$ cat config.mk
export PLATFORM = sky130hd
export DESIGN_NAME = rsz_coef_calc
export DESIGN_NICKNAME = d
export VERILOG_FILES = /design/src/rtl/rsz_pkg.sv /design/src/rtl/rsz_prescale.sv /design/src/rtl/rsz_div.sv /design/src/rtl/rsz_coef_calc.sv
export SDC_FILE = /design/constraint.sdc
export NUM_CORES = 1
export LEC_CHECK = 0
export BUFFER_PORTS_ARGS = -buffer_cell sky130_fd_sc_hd__buf_2
export CORE_ASPECT_RATIO = 0.6
export CORE_MARGIN = 1
export CORE_UTILIZATION = 48
export CTS_CLUSTER_SIZE = 24
export DETAILED_ROUTE_END_ITERATION = 16
export PLACE_DENSITY = 0.67
export REMOVE_ABC_BUFFERS = 1
export SYNTH_ARGS = -nofsm -noshare
export SYNTH_HDL_FRONTEND = slang
export SYNTH_SLANG_ARGS = --single-unit
export TNS_END_PERCENT = 10
$ cat constraint.sdc
create_clock -name clk -period 21.3 [get_ports clk]
set_clock_uncertainty 0.1 [all_clocks]
set_input_delay 1.065 -clock clk [delete_from_list [all_inputs] [get_ports clk]]
set_output_delay 1.065 -clock clk [all_outputs]
set_load 0.02 [all_outputs]
$ cat src/rtl/rsz_pkg.sv
package rsz_pkg;

   typedef enum logic [2:0] {
      RSZ_OK       = 3'd0,
      RSZ_IN_BIG   = 3'd1,
      RSZ_OUT_BIG  = 3'd2,
      RSZ_RATIO    = 3'd3,
      RSZ_SIZE_ILL = 3'd4
   } rsz_err_e;

   typedef enum logic [1:0] {
      ST_IDLE,
      ST_CHECK,
      ST_DIV,
      ST_FINISH
   } rsz_state_e;

endpackage

$ cat src/rtl/rsz_prescale.sv
module rsz_prescale
   import rsz_pkg::*;
#(
   parameter int SZ_W      = 16,
   parameter int IN_LIMIT  = 4096,
   parameter int OUT_LIMIT = 1024,
   parameter int MAX_DS    = 2,
   parameter int DS_W      = 2,
   parameter int RED_W     = 13
) (
   input  logic [SZ_W-1:0]  in_sz,
   input  logic [SZ_W-1:0]  out_sz,
   output rsz_err_e         err,
   output logic [DS_W-1:0]  ds,
   output logic [RED_W-1:0] reduced
);

   localparam int SC_W = SZ_W + MAX_DS;
   localparam logic [SZ_W-1:0] IN_LIM_V  = SZ_W'(IN_LIMIT);
   localparam logic [SZ_W-1:0] OUT_LIM_V = SZ_W'(OUT_LIMIT);
   localparam logic [SZ_W-1:0] TWO_V     = SZ_W'(2);

   logic [SC_W-1:0] out_scaled;
   logic [SZ_W-1:0] sz;
   logic [DS_W-1:0] code;

   always_comb begin
      out_scaled = SC_W'(out_sz) << MAX_DS;
      if (in_sz > IN_LIM_V)
         err = RSZ_IN_BIG;
      else if (out_sz > OUT_LIM_V)
         err = RSZ_OUT_BIG;
      else if ((out_sz < TWO_V) || (in_sz == '0))
         err = RSZ_SIZE_ILL;
      else if (out_scaled < SC_W'(in_sz))
         err = RSZ_RATIO;
      else
         err = RSZ_OK;
   end

   // Unrolled halving: once the condition fails it stays false, so a
   // fixed MAX_DS steps reproduce the bounded loop.
   always_comb begin
      sz   = in_sz;
      code = '0;
      for (int k = 0; k < MAX_DS; k++) begin
         if ((sz > OUT_LIM_V) || ({1'b0, sz} >= {out_sz, 1'b0})) begin
            sz   = sz >> 1;
            code = code + 1'b1;
         end
      end
      ds      = code;
      reduced = sz[RED_W-1:0];
   end

endmodule

$ cat src/rtl/rsz_div.sv
module rsz_div #(
   parameter int DVD_W = 26,
   parameter int DVS_W = 11
) (
   input  logic             clk,
   input  logic             rst_n,
   input  logic             go,
   input  logic [DVD_W-1:0] dividend,
   input  logic [DVS_W-1:0] divisor,
   output logic             fin,
   output logic [DVD_W-1:0] quotient
);

   localparam int CNT_W = $clog2(DVD_W + 1);
   localparam logic [CNT_W-1:0] CNT_LOAD = CNT_W'(DVD_W);
   localparam logic [CNT_W-1:0] CNT_LAST = CNT_W'(1);

   logic [DVS_W-1:0] rem_q;
   logic [DVS_W-1:0] dvs_q;
   logic [DVD_W-1:0] quo_q;
   logic [CNT_W-1:0] cnt_q;
   logic             run_q;
   logic [DVS_W:0]   trial;
   logic             fits;

   assign trial    = {rem_q, quo_q[DVD_W-1]};
   assign fits     = trial >= {1'b0, dvs_q};
   assign quotient = quo_q;

   always_ff @(posedge clk or negedge rst_n) begin
      if (!rst_n) begin
         rem_q <= '0;
         dvs_q <= '0;
         quo_q <= '0;
         cnt_q <= '0;
         run_q <= 1'b0;
         fin   <= 1'b0;
      end else begin
         fin <= 1'b0;
         if (go) begin
            rem_q <= '0;
            dvs_q <= divisor;
            quo_q <= dividend;
            cnt_q <= CNT_LOAD;
            run_q <= 1'b1;
         end else if (run_q) begin
            if (fits)
               rem_q <= DVS_W'(trial - {1'b0, dvs_q});
            else
               rem_q <= trial[DVS_W-1:0];
            quo_q <= {quo_q[DVD_W-2:0], fits};
            cnt_q <= cnt_q - 1'b1;
            if (cnt_q == CNT_LAST) begin
               run_q <= 1'b0;
               fin   <= 1'b1;
            end
         end
      end
   end

endmodule

$ cat src/rtl/rsz_coef_calc.sv
module rsz_coef_calc
   import rsz_pkg::*;
#(
   parameter int SZ_W      = 16,
   parameter int IN_LIMIT  = 4096,
   parameter int OUT_LIMIT = 1024,
   parameter int MAX_DS    = 2,
   parameter int FRAC_BITS = 13,
   parameter int COEF_W    = 14
) (
   input  logic        clk,
   input  logic        rst_n,
   input  logic        start,
   input  logic [15:0] in_w,
   input  logic [15:0] in_h,
   input  logic [15:0] out_w,
   input  logic [15:0] out_h,
   output logic        busy,
   output logic        done,
   output logic [31:0] rsc_word,
   output logic        err,
   output logic [2:0]  err_code,
   output logic        ovf_warn
);

   localparam int DS_W   = $clog2(MAX_DS + 1);
   localparam int RED_W  = $clog2(IN_LIMIT + 1);
   localparam int DVS_W  = $clog2(OUT_LIMIT + 1);
   localparam int DVD_W  = RED_W + FRAC_BITS;
   localparam int HALF_W = DS_W + COEF_W;
   localparam int WORD_W = 2 * HALF_W;
   localparam logic [DVD_W-1:0] SAT_LIM = DVD_W'(2 ** COEF_W);

   if (SZ_W != 16) begin : g_bad_sz
      $error("SZ_W must match the 16-bit size ports");
   end
   if (SZ_W <= RED_W) begin : g_bad_lim
      $error("SZ_W too narrow to represent an oversize input");
   end
   if (WORD_W != 32) begin : g_bad_word
      $error("packed word must be 32 bits");
   end
   if (DVD_W <= COEF_W) begin : g_bad_div
      $error("dividend narrower than coefficient field");
   end
   if ((MAX_DS < 1) || (OUT_LIMIT < 2)) begin : g_bad_cfg
      $error("illegal decimation or output limit");
   end

   rsz_state_e       state_q;
   logic             dim_q;
   logic [SZ_W-1:0]  in_q  [2];
   logic [SZ_W-1:0]  out_q [2];
   logic [DS_W-1:0]  ds_q  [2];
   logic [COEF_W-1:0] coef_q [2];
   logic             warn_q;
   rsz_err_e         ecode_q;

   logic [SZ_W-1:0]  cur_in, cur_out;
   rsz_err_e         pre_err;
   logic [DS_W-1:0]  pre_ds;
   logic [RED_W-1:0] pre_red;
   logic [RED_W-1:0] red_m1;
   logic [DVD_W-1:0] div_dvd;
   logic [DVS_W-1:0] div_dvs;
   logic             div_go, div_fin;
   logic [DVD_W-1:0] div_q;
   logic             sat_hit;
   logic [COEF_W-1:0] coef_sat;
   logic [WORD_W-1:0] packed_w;

   assign cur_in  = in_q[dim_q];
   assign cur_out = out_q[dim_q];

   rsz_prescale #(
      .SZ_W(SZ_W), .IN_LIMIT(IN_LIMIT), .OUT_LIMIT(OUT_LIMIT),
      .MAX_DS(MAX_DS), .DS_W(DS_W), .RED_W(RED_W)
   ) u_pre (
      .in_sz(cur_in), .out_sz(cur_out),
      .err(pre_err), .ds(pre_ds), .reduced(pre_red)
   );

   assign red_m1  = pre_red - 1'b1;
   assign div_dvd = {red_m1, {FRAC_BITS{1'b0}}};
   assign div_dvs = cur_out[DVS_W-1:0] - 1'b1;
   assign div_go  = (state_q == ST_CHECK) && (pre_err == RSZ_OK);

   rsz_div #(.DVD_W(DVD_W), .DVS_W(DVS_W)) u_div (
      .clk(clk), .rst_n(rst_n), .go(div_go),
      .dividend(div_dvd), .divisor(div_dvs),
      .fin(div_fin), .quotient(div_q)
   );

   assign sat_hit  = div_q >= SAT_LIM;
   assign coef_sat = sat_hit ? {COEF_W{1'b1}} : div_q[COEF_W-1:0];

   for (genvar g = 0; g < 2; g++) begin : g_pack
      assign packed_w[(2-g)*HALF_W-1 -: HALF_W] = {ds_q[g], coef_q[g]};
   end

   assign busy = (state_q != ST_IDLE);

   always_ff @(posedge clk or negedge rst_n) begin
      if (!rst_n) begin
         state_q  <= ST_IDLE;
         dim_q    <= 1'b0;
         warn_q   <= 1'b0;
         ecode_q  <= RSZ_OK;
         done     <= 1'b0;
         rsc_word <= '0;
         err      <= 1'b0;
         err_code <= '0;
         ovf_warn <= 1'b0;
         for (int i = 0; i < 2; i++) begin
            in_q[i]   <= '0;
            out_q[i]  <= '0;
            ds_q[i]   <= '0;
            coef_q[i] <= '0;
         end
      end else begin
         done <= 1'b0;
         unique case (state_q)
            ST_IDLE: begin
               if (start) begin
                  in_q[0]  <= in_h;
                  out_q[0] <= out_h;
                  in_q[1]  <= in_w;
                  out_q[1] <= out_w;
                  dim_q    <= 1'b0;
                  warn_q   <= 1'b0;
                  ecode_q  <= RSZ_OK;
                  state_q  <= ST_CHECK;
               end
            end
            ST_CHECK: begin
               if (pre_err != RSZ_OK) begin
                  ecode_q <= pre_err;
                  state_q <= ST_FINISH;
               end else begin
                  ds_q[dim_q] <= pre_ds;
                  state_q     <= ST_DIV;
               end
            end
            ST_DIV: begin
               if (div_fin) begin
                  coef_q[dim_q] <= coef_sat;
                  warn_q        <= warn_q | sat_hit;
                  if (dim_q) begin
                     state_q <= ST_FINISH;
                  end else begin
                     dim_q   <= 1'b1;
                     state_q <= ST_CHECK;
                  end
               end
            end
            ST_FINISH: begin
               done     <= 1'b1;
               err      <= (ecode_q != RSZ_OK);
               err_code <= ecode_q;
               rsc_word <= (ecode_q != RSZ_OK) ? '0 : packed_w;
               ovf_warn <= (ecode_q == RSZ_OK) && warn_q;
               state_q  <= ST_IDLE;
            end
            default: state_q <= ST_IDLE;
         endcase
      end
   end

endmodule

# After elaboration in Yosys (flattened, before gate mapping)
# Index checks and enable logic that the tools add are counted.
dict set report totals {
  output_inout_bits 39
  inputBits 67
  ff_bits 196
  elab_cells 121
}
dict set report op_classes {
  n_bitwise 3
  n_lt_le_gt_ge 12
  reduce_logical 22
  n_addsub 5
  n_eq_ne 7
  muxes 49
}
# operator n
set ops {}
lappend ops {{$mux 16} 7}
lappend ops {{$mux 26} 2}
lappend ops {{$gt 16x11->1 const B} 3}
lappend ops {{$ge 16x17->1} 2}
lappend ops {{$mux 11} 3}
lappend ops {{$mux 32} 1}
lappend ops {{$bwmux 28} 1}
lappend ops {{$mux 14} 2}
lappend ops {{$ge 26x15->1 const B} 1}
lappend ops {{$lt 18x16->1} 1}
lappend ops {{$gt 16x13->1 const B} 1}
lappend ops {{$logic_not 16->1} 1}
lappend ops {{$lt 16x2->1 const B} 1}
lappend ops {{$mux 3} 5}
lappend ops {{$demux 14 s1} 1}
lappend ops {{$mux 13} 1}
lappend ops {{$sub 13x1->13 const B} 1}
lappend ops {{$ge 12x11->1} 1}
lappend ops {{$mux 1} 12}
lappend ops {{$mux 2} 6}
lappend ops {{$sub 11x1->11 const B} 1}
lappend ops {{$sub 11x11->11} 1}
lappend ops {{$mux 5} 2}
lappend ops {{$pmux 2 s4} 1}
lappend ops {{other kinds (24)} 40}

# Depth between registers and ports, before layout
# Gate-level depths: netlist of run 1.
dict set report depth {
  depth_word 12
  ltp_mapped 33
  mapped_depth_nobuf 28
}

# By module
# Synthesis of run 1 repeated with hierarchy kept, for this count alone.
dict set report hier_totals {
  hier_cells 1012
  hier_area_um2 10760.3
}
# mod instances cells_each seq_area_each_um2 area_per_inst_um2
set modules_own_cells {}
lappend modules_own_cells {rsz_coef_calc 1 473 3528.4 6117.1}
lappend modules_own_cells {rsz_div 1 317 1376.3 3069.2}
lappend modules_own_cells {rsz_prescale 1 222 0.0 1574.0}

# Least setup slack after synthesis of run 1
# OpenSTA, ideal clock, no wires.
dict set report synth_path {
  kind {reg2reg}
  start {reg dim_q}
  end {reg u_div.quo_q[21], in the netlist u_div.quotient[21]}
  setup_ns 0.120
  stages_incl_launch_ff 33
  t_arrival_ns 6.898
  synth_period_minus_slack_ns 7.118
  setup_slack_ns 14.182
  path_buffers 6
  t_required_ns 21.080
  path_cell_list {dfrtp_1 -> buf_6 -> buf_8 -> buf_6 -> buf_6 -> clkbuf_1 -> buf_1 -> mux2i_1 -> ha_1 -> nor2b_1 -> o31ai_1 -> a21oi_1 -> o311a_2 -> nor2_4 -> inv_2 -> a21o_1 -> inv_1 -> ha_1 -> nor2b_1 -> o31ai_1 -> a21oi_1 -> o31ai_1 -> nand2_1 -> a21o_1 -> nor2_4 -> nor2_1 -> a31oi_1 -> ha_1 -> nand2_1 -> a21oi_1 -> o21ai_1 -> or3_1 -> a31o_1}
}
dict set report synth_via {
  elab_chain_cells 12
  word_cells_on_any_way 30
  classes_between {1 x add/sub; 8 x order compare; 13 x mux; 1 x bitwise; 7 x reduce/logical}
}
# element line
set synth_lines {}
lappend synth_lines {{start: declaration} rsz_coef_calc.sv:51} ;# logic dim_q;
lappend synth_lines {{start signal: assignment} rsz_coef_calc.sv:106} ;# dim_q <= 1'b0;
lappend synth_lines {{start signal: assignment} rsz_coef_calc.sv:129} ;# dim_q <= 1'b0;
lappend synth_lines {{start signal: assignment} rsz_coef_calc.sv:151} ;# dim_q <= 1'b1;
lappend synth_lines {{$not 1->2 (implied by the code) (*)} {rsz_coef_calc.sv:72, rsz_coef_calc.sv:73}}
lappend synth_lines {{$mux 16 (on tied branches) (3 in series)} {rsz_coef_calc.sv:72, rsz_coef_calc.sv:73}}
lappend synth_lines {{$ge 16x17->1, or another cell as far along} rsz_prescale.sv:47} ;# if ((sz > OUT_LIM_V) || ({1'b0, sz} >= {out_sz, 1'b0})) begin
lappend synth_lines {{$logic_or 1x1->1, or another cell as far along} rsz_prescale.sv:47}
lappend synth_lines {{$mux 16 or $mux 3 (tied branches)} {rsz_prescale.sv:47, rsz_prescale.sv:33}}
lappend synth_lines {{$ge 16x17->1, or another cell as far along} rsz_prescale.sv:47}
lappend synth_lines {{$logic_or 1x1->1 or $mux 3 (tied branches)} {rsz_prescale.sv:47, rsz_prescale.sv:29}}
lappend synth_lines {{$mux 13 or $logic_not 3->1 (tied branches)} {rsz_prescale.sv:47, rsz_coef_calc.sv:86}}
lappend synth_lines {{$sub 13x1->13 or $logic_and 1x1->1 (tied branches)} {rsz_coef_calc.sv:83, rsz_coef_calc.sv:86}}
lappend synth_lines {{$mux 26 or $reduce_bool 2->1 (tied branches)} --}
lappend synth_lines {{end signal: assignment} rsz_div.sv:43} ;# quo_q <= dividend;
lappend synth_lines {{end signal: assignment} rsz_div.sv:51} ;# quo_q <= {quo_q[DVD_W-2:0], fits};
lappend synth_lines {{end: declaration} rsz_div.sv:20} ;# logic [DVD_W-1:0] quo_q;
# Mark *: on every way between the ends. The rest lies on a longest branch, timed or not. The select of a mux whose other input is x is not followed.
# A chain may end at the register's enable or synchronous reset.

# Final worst setup path of run 1
# Same ends and word-level chain as after synthesis.

==> out/results.tsv, run 1 <==
stage	metric	value	unit
status	status	complete, no violations	
yosys	synth-main-ff-cell	dfrtp_1	
timing	max-slew-margin-rel	32.18	%
cts	clock_latency	0.45	ns
setup_path	rrSetupSlack	12.77	ns
floorplan	num_io_pins	106	
final_layout	mostFrequentLayoutCell	dfrtp_1	
yosys	synth_edf_count	0	
final_layout	layout-drive-gt1-share	22.42	%
yosys	yosys-top-cells-area	dfrtp_1 46%, mux2_2 7.9%, ha_1 7.0%	
global_route	overflow	0	
timing	period_needed	8.525	ns
timing	rsz0062_at_grt	false	
floorplan	fp.dieW	195.1	µm
setup_path	rr_worst_depth	27	
cts	cts_buffers	17	
global_route	grt_max_degree	115	
timing	setup_viol	0	
yosys	syn_avg_cell_area	10.38	µm²
route	drtPass1Iterations	5	
cts	clock_sink_count	196	
setup_path	crit_path_max_fanout	32	
setup_path	reg2reg_to	u_div.quotient[21]	
final_layout	area_growth	13.36	%
final_layout	layout_common_cells	194 x dfrtp_1, 111 x nor2_1, 104 x buf_2	
setup_path	crit_start	dim_q	
route	via_per_inst	5.709	
cts	postCtsHoldBufs	0	
yosys	synth_top_cell_area_share	45.66	%
yosys	synth_warnings	0	
route	vias	8112	
cts	htreeDepth	4	
route	wl_met1	13.65	mm
yosys	yosys.area.top_type	dfrtp_1	
route	initialDrtViolationCount	542	
cts	clk_pin_slew	0.08	ns
setup_path	r2r_start	dim_q	
yosys	synth_cell_types	81	
floorplan	rows	41	
setup_path	worstSetupStartpointType	register	
cts	cts_tree	built	
global_route	grt_usage	23.51	%
global_route	grt_pass1_vias	8010	
timing	min_period_over_period	40.03	%
cts	post-cts-setup-buffers	0	
yosys	postSynthCellCount	1035	
timing	setup-tns-final	0	ns
floorplan	design.core.area	21490	µm²
setup_path	cp_data_required_time	21.53	ns
final_layout	fill_cells	1902	
route	routedWlPerCell	17.94	µm
cts	cts_resized	0	
flow_run	drv_cap	0	
global_route	antenna_found_initial	0	
timing	max_freq	0.1173	GHz
timing	slew_violations	0	
final_layout	n_antenna_cell	0	
route	routed-wl-met2	9.918	mm
floorplan	start_util	49.97	%
floorplan	dieArea	23000	µm²
power	power_leakage	0.005636	µW
power	ir_worst_vdd	0.00007314	V
yosys	seq_area_frac_synth	45.66	%
route	routed_wl	25.50	mm
setup_path	arrival	8.76	ns
yosys	netlist_area	10740	µm²
timing	hold_viol	0	
setup_path	critical_path.endpoint	u_div.quotient[21]	
route	ant_nets	0	
place	hpwl	18.71	mm
power	power_density	136.2	nW/µm²
route	highest_layer	met4	
final_layout	stdcell_area	12180	µm²
setup_path	end_kind	register	
yosys	async_reset_ff_share	100.0	%
global_route	grt_first_pass_wirelength	42.66	mm
final_layout	nets	1257	
timing	worst_pin_slew	1.017	ns
route	wl_met3	1.719	mm
floorplan	dieHeight	117.9	µm
cts	cts-root-buf	clkbuf_16	
place	port_buffers	105	
route	route.detailed.drc	0	
worst_hold_path	hp-class	register to register	
cts	cts_max_path_buffers	2	
place	dpl-instance-area	11550	µm²
yosys	synth_seq_cells	196	
place	gp_congestion	0.9258	
setup_path	worstSetupPathType	register to register	
## logic make-up after synthesis
logic type	after synthesis	share of synthesized area, %
buffers and inverters	103	3.984
AOI/OAI and AO/OA	247	15.56
xor gates and xnor gates	20	1.631
other	1	0.03491
DFF	196	45.66
and+or+nand+nor	275	12.55
muxes	132	13.41
adders and majority gates	61	7.175
## cell usage after synthesis, drive strengths merged (6+ instances only)
cell	number
inv	59
or3	7
mux2	76
nor3b	7
a31oi	7
o21a	6
a21o	11
a21oi	72
nor3	24
o31ai	6
nor2b	13
nand3	12
ha	60
a21boi	6
dfrtp	196
nor2	114
a22o	37
nand2b	6
clkbuf	34
nor4	9
o21ai	54
nand4	8
mux2i	56
nand2	55
buf	9
a211oi	17
and4	6
xnor2	15
## critical path, stage by stage, from the launching register on
cell     delay (ns)
dfrtp_2        0.81
buf_4          0.49
mux2i_1        0.44
inv_1          0.19
ha_1           0.33
nor2b_1        0.13
o31ai_1        0.21
a21oi_1        0.20
o311a_2        0.53
nor2_4         0.41
inv_2          0.21
o21ai_0        0.50
ha_1           0.35
o21a_1         0.19
o31ai_1        0.06
a21oi_1        0.10
o31ai_1        0.55
nand2_1        0.15
a21o_1         0.28
nor2_4         0.31
nor2_1         0.08
a31oi_1        0.23
ha_1           0.26
nand2_1        0.09
a21oi_1        0.32
o21ai_1        0.22
or3_1          0.38
a31o_1         0.22
## how the worst min path moves through the flow
stage	from	cells after the start	endpoint	slack [ns]
after floorplan	u_div.dvs_q[7]	2	u_div.dvs_q[7]	0.35
after global routing	coef_q[19]	1	rsc_word[21]	0.42
after detailed placement	err_code[0]	2	err_code[0]	0.37
after CTS	err_code[0]	2	err_code[0]	0.39
after global placement	err_code[0]	2	err_code[0]	0.36
final	err_code[0]	2	err_code[0]	0.38
## routing by layer
layer | vias to the layer above | GRT usage, %
li1 | 3926 | -
met1 | 3958 | 37.28
met2 | 207 | 31.03
met3 | 21 | 6.934
met4 | 0 | 4.478
met5 | - | 0
## registers in the layout, indices dropped and copies added (netlist names), 2 cells and up
| register | flops |
|---|---|
| u_div.cnt_q | 5 |
| coef_q | 28 |
| rsc_word | 32 |
| u_div.quotient | 26 |
| in_q | 32 |
| err_code | 3 |
| u_div.rem_q | 11 |
| u_div.dvs_q | 11 |
| state_q | 2 |
| out_q | 32 |
| ds_q | 4 |
| ecode_q | 3 |
## power by group
part           switching (µW)  internal, µW  total [µW]
Sequential               88.4           479         568
Combinational             432           321         753
Clock                     166           171         338
Total                     687           972        1660
## per-stage QoR
step                setup WS (ns)  utilization, %  power [µW]  std cells  hold slack (ns)
floorplan                   13.99               -        1102        992           0.3498
global placement            13.16           53.75        1303       1389           0.3629
detailed placement          12.95           53.75        1315       1389           0.3694
CTS                         12.94           56.65        1662       1421           0.3869
global route                12.15           56.65        1795       1421           0.4155
finish                      12.77           56.65        1658       1421           0.3792
## final cells by class
class	count	area (µm²)	share of cell area [%]
repair buffers	118	631.9	5.189
clock buffers	17	425.4	3.494
multi-input cells	736	5434	44.63
well taps	279	349.1	2.867
inverters	60	230.2	1.891
flip-flops and latches	196	4907	40.30
clock inverters	15	198.9	1.634
No activity file was read; power rests on OpenSTA's default activity.
==> run 2: changes to the inputs <==
- PLACE_DENSITY: 0.67 -> 0.7
- clock period: 21.3 -> 7.45 ns (I/O delays scaled with it)
==> run 2 against run 1 <==
  * Final cell count increased by 1.4%
  * Sequential cell count unchanged
  * Utilization increased by 0.69 points
  * Critical endpoint is now u_div.quotient[23]
  * Largest cell class unchanged
  * Combinational power increased to 2.9 times the previous value
  * Clock-buffer cell count unchanged
  * First-iteration DRC count decreased by 11%
  * Clock power increased to 2.8 times the previous value
  * Non-clock buffer count increased by 21
  * Routed wire length decreased by 0.37%
  * Global-route usage about the same
==> out/results.tsv, run 2 (synthesis gave the netlist of run 1 again) <==
stage	metric	value	unit	change
final_layout	area_growth	14.73	%	
cts	clock_sink_count	196		unchanged
timing	max_freq	0.1420	GHz	+21%
final_layout	multi_input_comb_area	5438	µm²	about the same
timing	hold_viol	0		unchanged
final_layout	n_antenna_cell	0		unchanged
setup_path	crit_path_max_incr_delay	0.61	ns	-0.20 ns
cts	cts_max_path_buffers	2		unchanged
floorplan	design.core.area	21490	µm²	unchanged
route	route.detailed.drc	0		unchanged
floorplan	dieArea	23000	µm²	unchanged
global_route	grt_max_degree	80		-30%
timing	period_needed	7.044	ns	-1.481 ns
cts	cts_tree	built		
timing	setup_viol	0		unchanged
flow_run	drv_cap	0		unchanged
place	port_buffers	105		unchanged
global_route	grt_usage	23.48	%	-0.026 points
route	via_per_inst	5.647		-1.1%
floorplan	start_util	49.97	%	unchanged
worst_hold_path	min_path_cells	2		unchanged
floorplan	rows	41		unchanged
setup_path	rr_worst_depth	28		+3.7%
place	hpwl	18.89	mm	+0.93%
floorplan	num_io_pins	106		unchanged
global_route	antenna_found_initial	1		+1
cts	clk_pin_slew	0.08	ns	about the same
floorplan	fp.dieW	195.1	µm	unchanged
worst_hold_path	hp-class	input port to register		
setup_path	arrival	7.28	ns	-1.48 ns
power	ir_worst_vdd	0.0002085	V	+190%
timing	rsz0062_at_grt	false		
timing	setup-tns-final	0	ns	unchanged
timing	slew_violations	0		unchanged
final_layout	regArea	4910	µm²	about the same
cts	cts_buffers	17		unchanged
final_layout	reg_top3	in_q x32, out_q x32, rsc_word x32		
global_route	grt_pass1_vias	7792		-2.7%
timing	worst_pin_slew	0.9435	ns	-0.07383 ns
final_layout	nets	1278		+1.7%
setup_path	cp_data_required_time	7.68	ns	-13.85 ns
final_layout	fill_cells	1833		-3.6%
global_route	grt_first_pass_wirelength	42.51	mm	-0.36%
setup_path	crit_path_max_fanout	19		-41%
final_layout	mostFrequentLayoutCell	dfrtp_1		
cts	cts-root-buf	clkbuf_16		
route	routed_wl	25.40	mm	-0.37%
final_layout	layout_common_cells	194 x dfrtp_1, 111 x nor2_1, 104 x buf_2		
status	status	complete, no violations		
floorplan	dieHeight	117.9	µm	unchanged
cts	htreeDepth	4		unchanged
power	power_leakage	0.005732	µW	+1.7%
final_layout	layout-drive-gt1-share	23.75	%	+1.3 points
route	vias	8138		+0.32%
route	initialDrtViolationCount	485		-11%
setup_path	crit_path_top_delay_cell	dfrtp_4		
global_route	overflow	0		unchanged
power	power_density	387.5	nW/µm²	+180%
place	pre_cts_slack	0.3055	ns	-12.65 ns
setup_path	end_kind	register		
place	gp_congestion	0.9311		+0.57%
route	ant_nets	0		unchanged
cts	clock_latency	0.45	ns	about the same
timing	holdWs	0.05355	ns	-0.3257 ns
route	routedWlPerCell	17.63	µm	-1.8%
route	drtPass1Iterations	4		-1
timing	max-slew-margin-rel	37.10	%	+4.9 points
setup_path	worstSetupStartpointType	register		
setup_path	worstSetupPathType	register to register		
timing	setup_slack	0.4057	ns	-12.37 ns
timing	min_period_over_period	94.55	%	+55 points
-- run 2: critical path: cells and delay by family (launching register included) --
kind | cells | cell delay, ns
buffers and inverters | 4 | 0.61
AND/OR/NAND/NOR | 7 | 1.04
adder cells (fa/ha/maj) | 3 | 0.86
multiplexers | 1 | 0.44
AO/OA/AOI/OAI | 13 | 3.26
flip-flops | 1 | 0.61
-- run 2: layout make-up --
cell class	count	share of cell area, %
multi-input combinational	736	44.12
sequential	196	39.84
timing repair buffer	139	6.528
clock buffer	17	3.452
tap	279	2.832
inverter	60	1.868
clock inverter	14	1.360
-- run 2: per-layer routing --
metal | share of wire, % | GRT usage (%) | vias up
met2 | 38 | 29.91 | 193
met5 | 0 | 0 | -
met4 | 0.72 | 5.315 | 0
met3 | 6.0 | 5.788 | 13
li1 | - | - | 3970
met1 | 55 | 38.56 | 3962
-- run 2: final timing paths --
check | from | end | slack (ns)
worst max-delay path | dim_q | u_div.quotient[23] | 0.41
worst min-delay path | in_h[10] | in_q[26] | 0.05
worst max register to register | dim_q | u_div.quotient[23] | 0.41
worst min register to register | err_code[0] | err_code[0] | 0.38
max in group asynchronous | rst_n | dim_q | 5.58
min in group asynchronous | rst_n | out_q[13] | 0.41
-- run 2: stage by stage --
stage          std cells  area [µm²]  util [%]  total power, µW
2_1_floorplan        992       10540         -             3152
3_3_place_gp        1406       11690     54.40             3773
3_5_place_dp        1406       11690     54.40             3814
4_1_cts             1438       12300     57.20             4769
5_1_grt             1441       12320     57.34             5152
6_report            1441       12320     57.34             4776
-- run 2: repair_timing --
| action | in CTS | in global routing |
|---|---|---|
| buffers inserted | 0 | 3 |
| endpoints found under the setup margin | 0 | 4 |
| hold buffers | 1 | 0 |
| hold endpoints to repair | 77 | 0 |
| gates resized for setup | 0 | 3 |
-- run 2: where the power goes --
group | switching (µW) | internal, µW
clock | 453 | 479
sequential | 250 | 1370
combinational | 1250 | 973
total | 1950 | 2820
==> run 3: changes to the inputs <==
- CORE_UTILIZATION: 48 -> 54
- PLACE_DENSITY: 0.7 -> 0.77
==> run 3 against run 2 <==
  * The run now ends with hold timing left
  * Utilization up 6.9 points
  * Global-route usage up 3.3 points
  * Die area down 11%
  * Routed wire length up 2.0%
  * Hold slack worse by 0.079 ns
  * Non-clock buffer count up 6
  * Via count up 2.6%
  * Sequential cell count unchanged
  * Largest cell class unchanged
  * Largest power group unchanged
==> out/results.tsv, run 3 (synthesis gave the netlist of run 1 again) <==
stage	metric	value	unit	change
status	status	finished with violations		
status	violations	hold timing		
route	ant_nets	0		unchanged
power	power_frac_comb	46.2	%	-0.3 points
power	ir_worst_vdd	0.0002215	V	+6.2%
setup_path	crit_path_max_fanout	23		+4
setup_path	end_kind	register		
power	p_switching	1972	µW	+0.93%
route	drtPass1Iterations	5		+1
final_layout	n_antenna_cell	0		unchanged
setup_path	arrival	7.09	ns	-0.19 ns
floorplan	rows	39		-4.9%
route	routedWlPerCell	18.05	µm	+2.4%
place	port_buffers	105		unchanged
cts	cts_buffers	17		unchanged
route	initialDrtViolationCount	605		+25%
place	hpwl	18.71	mm	-0.95%
route	vias	8353		+2.6%
timing	holdWs	-0.02584	ns	-0.07939 ns
global_route	grt_pass1_vias	8021		+2.9%
final_layout	final_util	64.23	%	+6.9 points
final_layout	layout-drive-gt1-share	24.12	%	+0.37 points
cts	cts_max_path_buffers	2		unchanged
final_layout	stdcell_area	12380	µm²	+0.45%
setup_path	r2r_start	dim_q		
worst_hold_path	hp-class	input port to async pin		
final_layout	mostFrequentLayoutCell	dfrtp_1		
cts	cts_tree	built		
power	power_leakage	0.005775	µW	+0.75%
global_route	overflow	0		unchanged
cts	clk_pin_slew	0.08	ns	about the same
cts	clock_sink_count	196		unchanged
timing	worst_pin_slew	0.9516	ns	+0.008124 ns
final_layout	layout_common_cells	194 x dfrtp_1, 111 x nor2_1, 104 x buf_2		
power	seq_power_share	33.4	%	-0.5 points
setup_path	reg2reg_to	u_div.quotient[23]		
setup_path	cp_data_required_time	7.68	ns	about the same
route	route.detailed.drc	0		unchanged
final_layout	layout.cells.non_filler	1435		-0.42%
timing	setup-tns-final	0	ns	unchanged
route	routed_wl	25.91	mm	+2.0%
power	internal_power	2905	µW	+2.9%
cts	clock_latency	0.44	ns	about the same
timing	min_period_over_period	92.05	%	-2.5 points
power	power_density	394.0	nW/µm²	+1.7%
global_route	antenna_found_initial	0		-1
timing	setup_viol	0		unchanged
global_route	grt_first_pass_wirelength	42.66	mm	+0.34%
final_layout	nets	1284		+0.47%
timing	rsz0062_at_grt	false		
floorplan	design.core.area	19270	µm²	-10%
cts	cts_resized	0		unchanged
place	dpl.cell_count	1400		-0.43%
floorplan	num_io_pins	106		unchanged
floorplan	dieHeight	111.2	µm	-5.6%
global_route	grt_max_degree	122		+53%
cts	cts-root-buf	clkbuf_16		
timing	period_needed	6.858	ns	-0.1868 ns
final_layout	reg_top3	in_q x32, out_q x32, rsc_word x32		
timing	hold_viol	15		+15
route	via_per_inst	5.821		+3.1%
timing	max-slew-margin-rel	36.56	%	-0.54 points
flow_run	drv_cap	0		unchanged
setup_path	rr_worst_depth	27		-3.6%
setup_path	worstSetupPathType	register to register		
place	gp_congestion	1.012		+8.6%
setup_path	rrSetupSlack	0.59	ns	+0.19 ns
floorplan	dieArea	20480	µm²	-11%
global_route	grt_usage	26.76	%	+3.3 points
cts	htreeDepth	4		unchanged
final_layout	area_growth	15.25	%	
floorplan	fp.dieW	184.1	µm	-5.7%
place	dpl-instance-area	11720	µm²	+0.20%
floorplan	start_util	55.73	%	+5.8 points
power	p_clk_share	20.4	%	+0.9 points
timing	slew_violations	0		unchanged
final_layout	fill_cells	1543		-16%
setup_path	worstSetupStartpointType	register		
timing	max_freq	0.1458	GHz	+2.7%
power	p_sw_share	40.44	%	-0.47 points
-- run 3: area by class of cell --
| type | instances | area (µm²) | area share [%] |
|---|---|---|---|
| Timing Repair Buffer | 145 | 834.6 | 6.741 |
| Inverter | 60 | 230.2 | 1.860 |
| Clock buffer | 18 | 429.2 | 3.467 |
| Sequential cell | 196 | 4907 | 39.64 |
| Tap cell | 266 | 332.8 | 2.688 |
| Multi-Input combinational cell | 736 | 5434 | 43.90 |
| Clock inverter | 14 | 211.5 | 1.708 |
-- run 3: metal layers --
metal | vias to the layer above | share of wire (%) | routed length, µm | global-route usage, %
met5 | - | 0 | 0 | 0
met4 | 0 | 0.90 | 234 | 5.889
met3 | 21 | 6.3 | 1633 | 5.223
met2 | 276 | 40 | 10470 | 36.11
met1 | 4089 | 52 | 13570 | 43.45
li1 | 3967 | - | - | -
-- run 3: repair_timing --
item | 4_1_cts | 5_1_grt
endpoints found under the setup margin | 0 | 3
hold buffers | 0 | 0
setup buffers | 0 | 3
-- run 3: how the worst max path moves through the flow --
stage                      from            endpoint  slack, ns  cells after the start
after floorplan           dim_q  u_div.quotient[21]       0.14                     26
after global placement    dim_q  u_div.quotient[21]       0.88                     29
after detailed placement  dim_q  u_div.quotient[23]       0.57                     29
after CTS                 dim_q  u_div.quotient[23]       0.54                     29
after global routing      dim_q  u_div.quotient[21]      0.002                     27
final                     dim_q  u_div.quotient[23]       0.59                     27
-- run 3: through the flow --
stage / power (µW) / setup slack [ns]
after floorplan: 3152 / 0.1352
after global placement: 3782 / 0.8762
after detailed placement: 3839 / 0.5733
after CTS: 4862 / 0.5389
after global routing: 5243 / 0.002224
final: 4877 / 0.5925
-- run 3: critical path, cell delays in order, from the launching register on --
cell and delay, ns:
dfrtp_2 0.64, buf_4 0.38, mux2i_1 0.47, inv_2 0.13
ha_1 0.36, a21oi_1 0.15, o21ai_0 0.10, nand2_1 0.14
o211ai_2 0.26, o21ai_0 0.31, a21boi_0 0.48, ha_1 0.36
o21a_1 0.12, o31ai_1 0.06, a21oi_1 0.11, o31ai_1 0.21
buf_4 0.17, nand2_1 0.06, a21o_1 0.19, nor2_4 0.24
nor2_1 0.08, a31oi_1 0.24, ha_1 0.26, nand2_1 0.09
a21oi_1 0.20, o21ai_1 0.21, o31a_1 0.34, o31a_1 0.27
-- run 3: power groups by stage --
stage | Combinational, µW | Clock, µW | Sequential, µW
CTS | 2220 | 1010 | 1620
floorplan | 1570 | 0 | 1580
finish | 2260 | 993 | 1630
global placement | 2150 | 0 | 1630
detailed placement | 2200 | 0 | 1640
global route | 2520 | 1060 | 1670
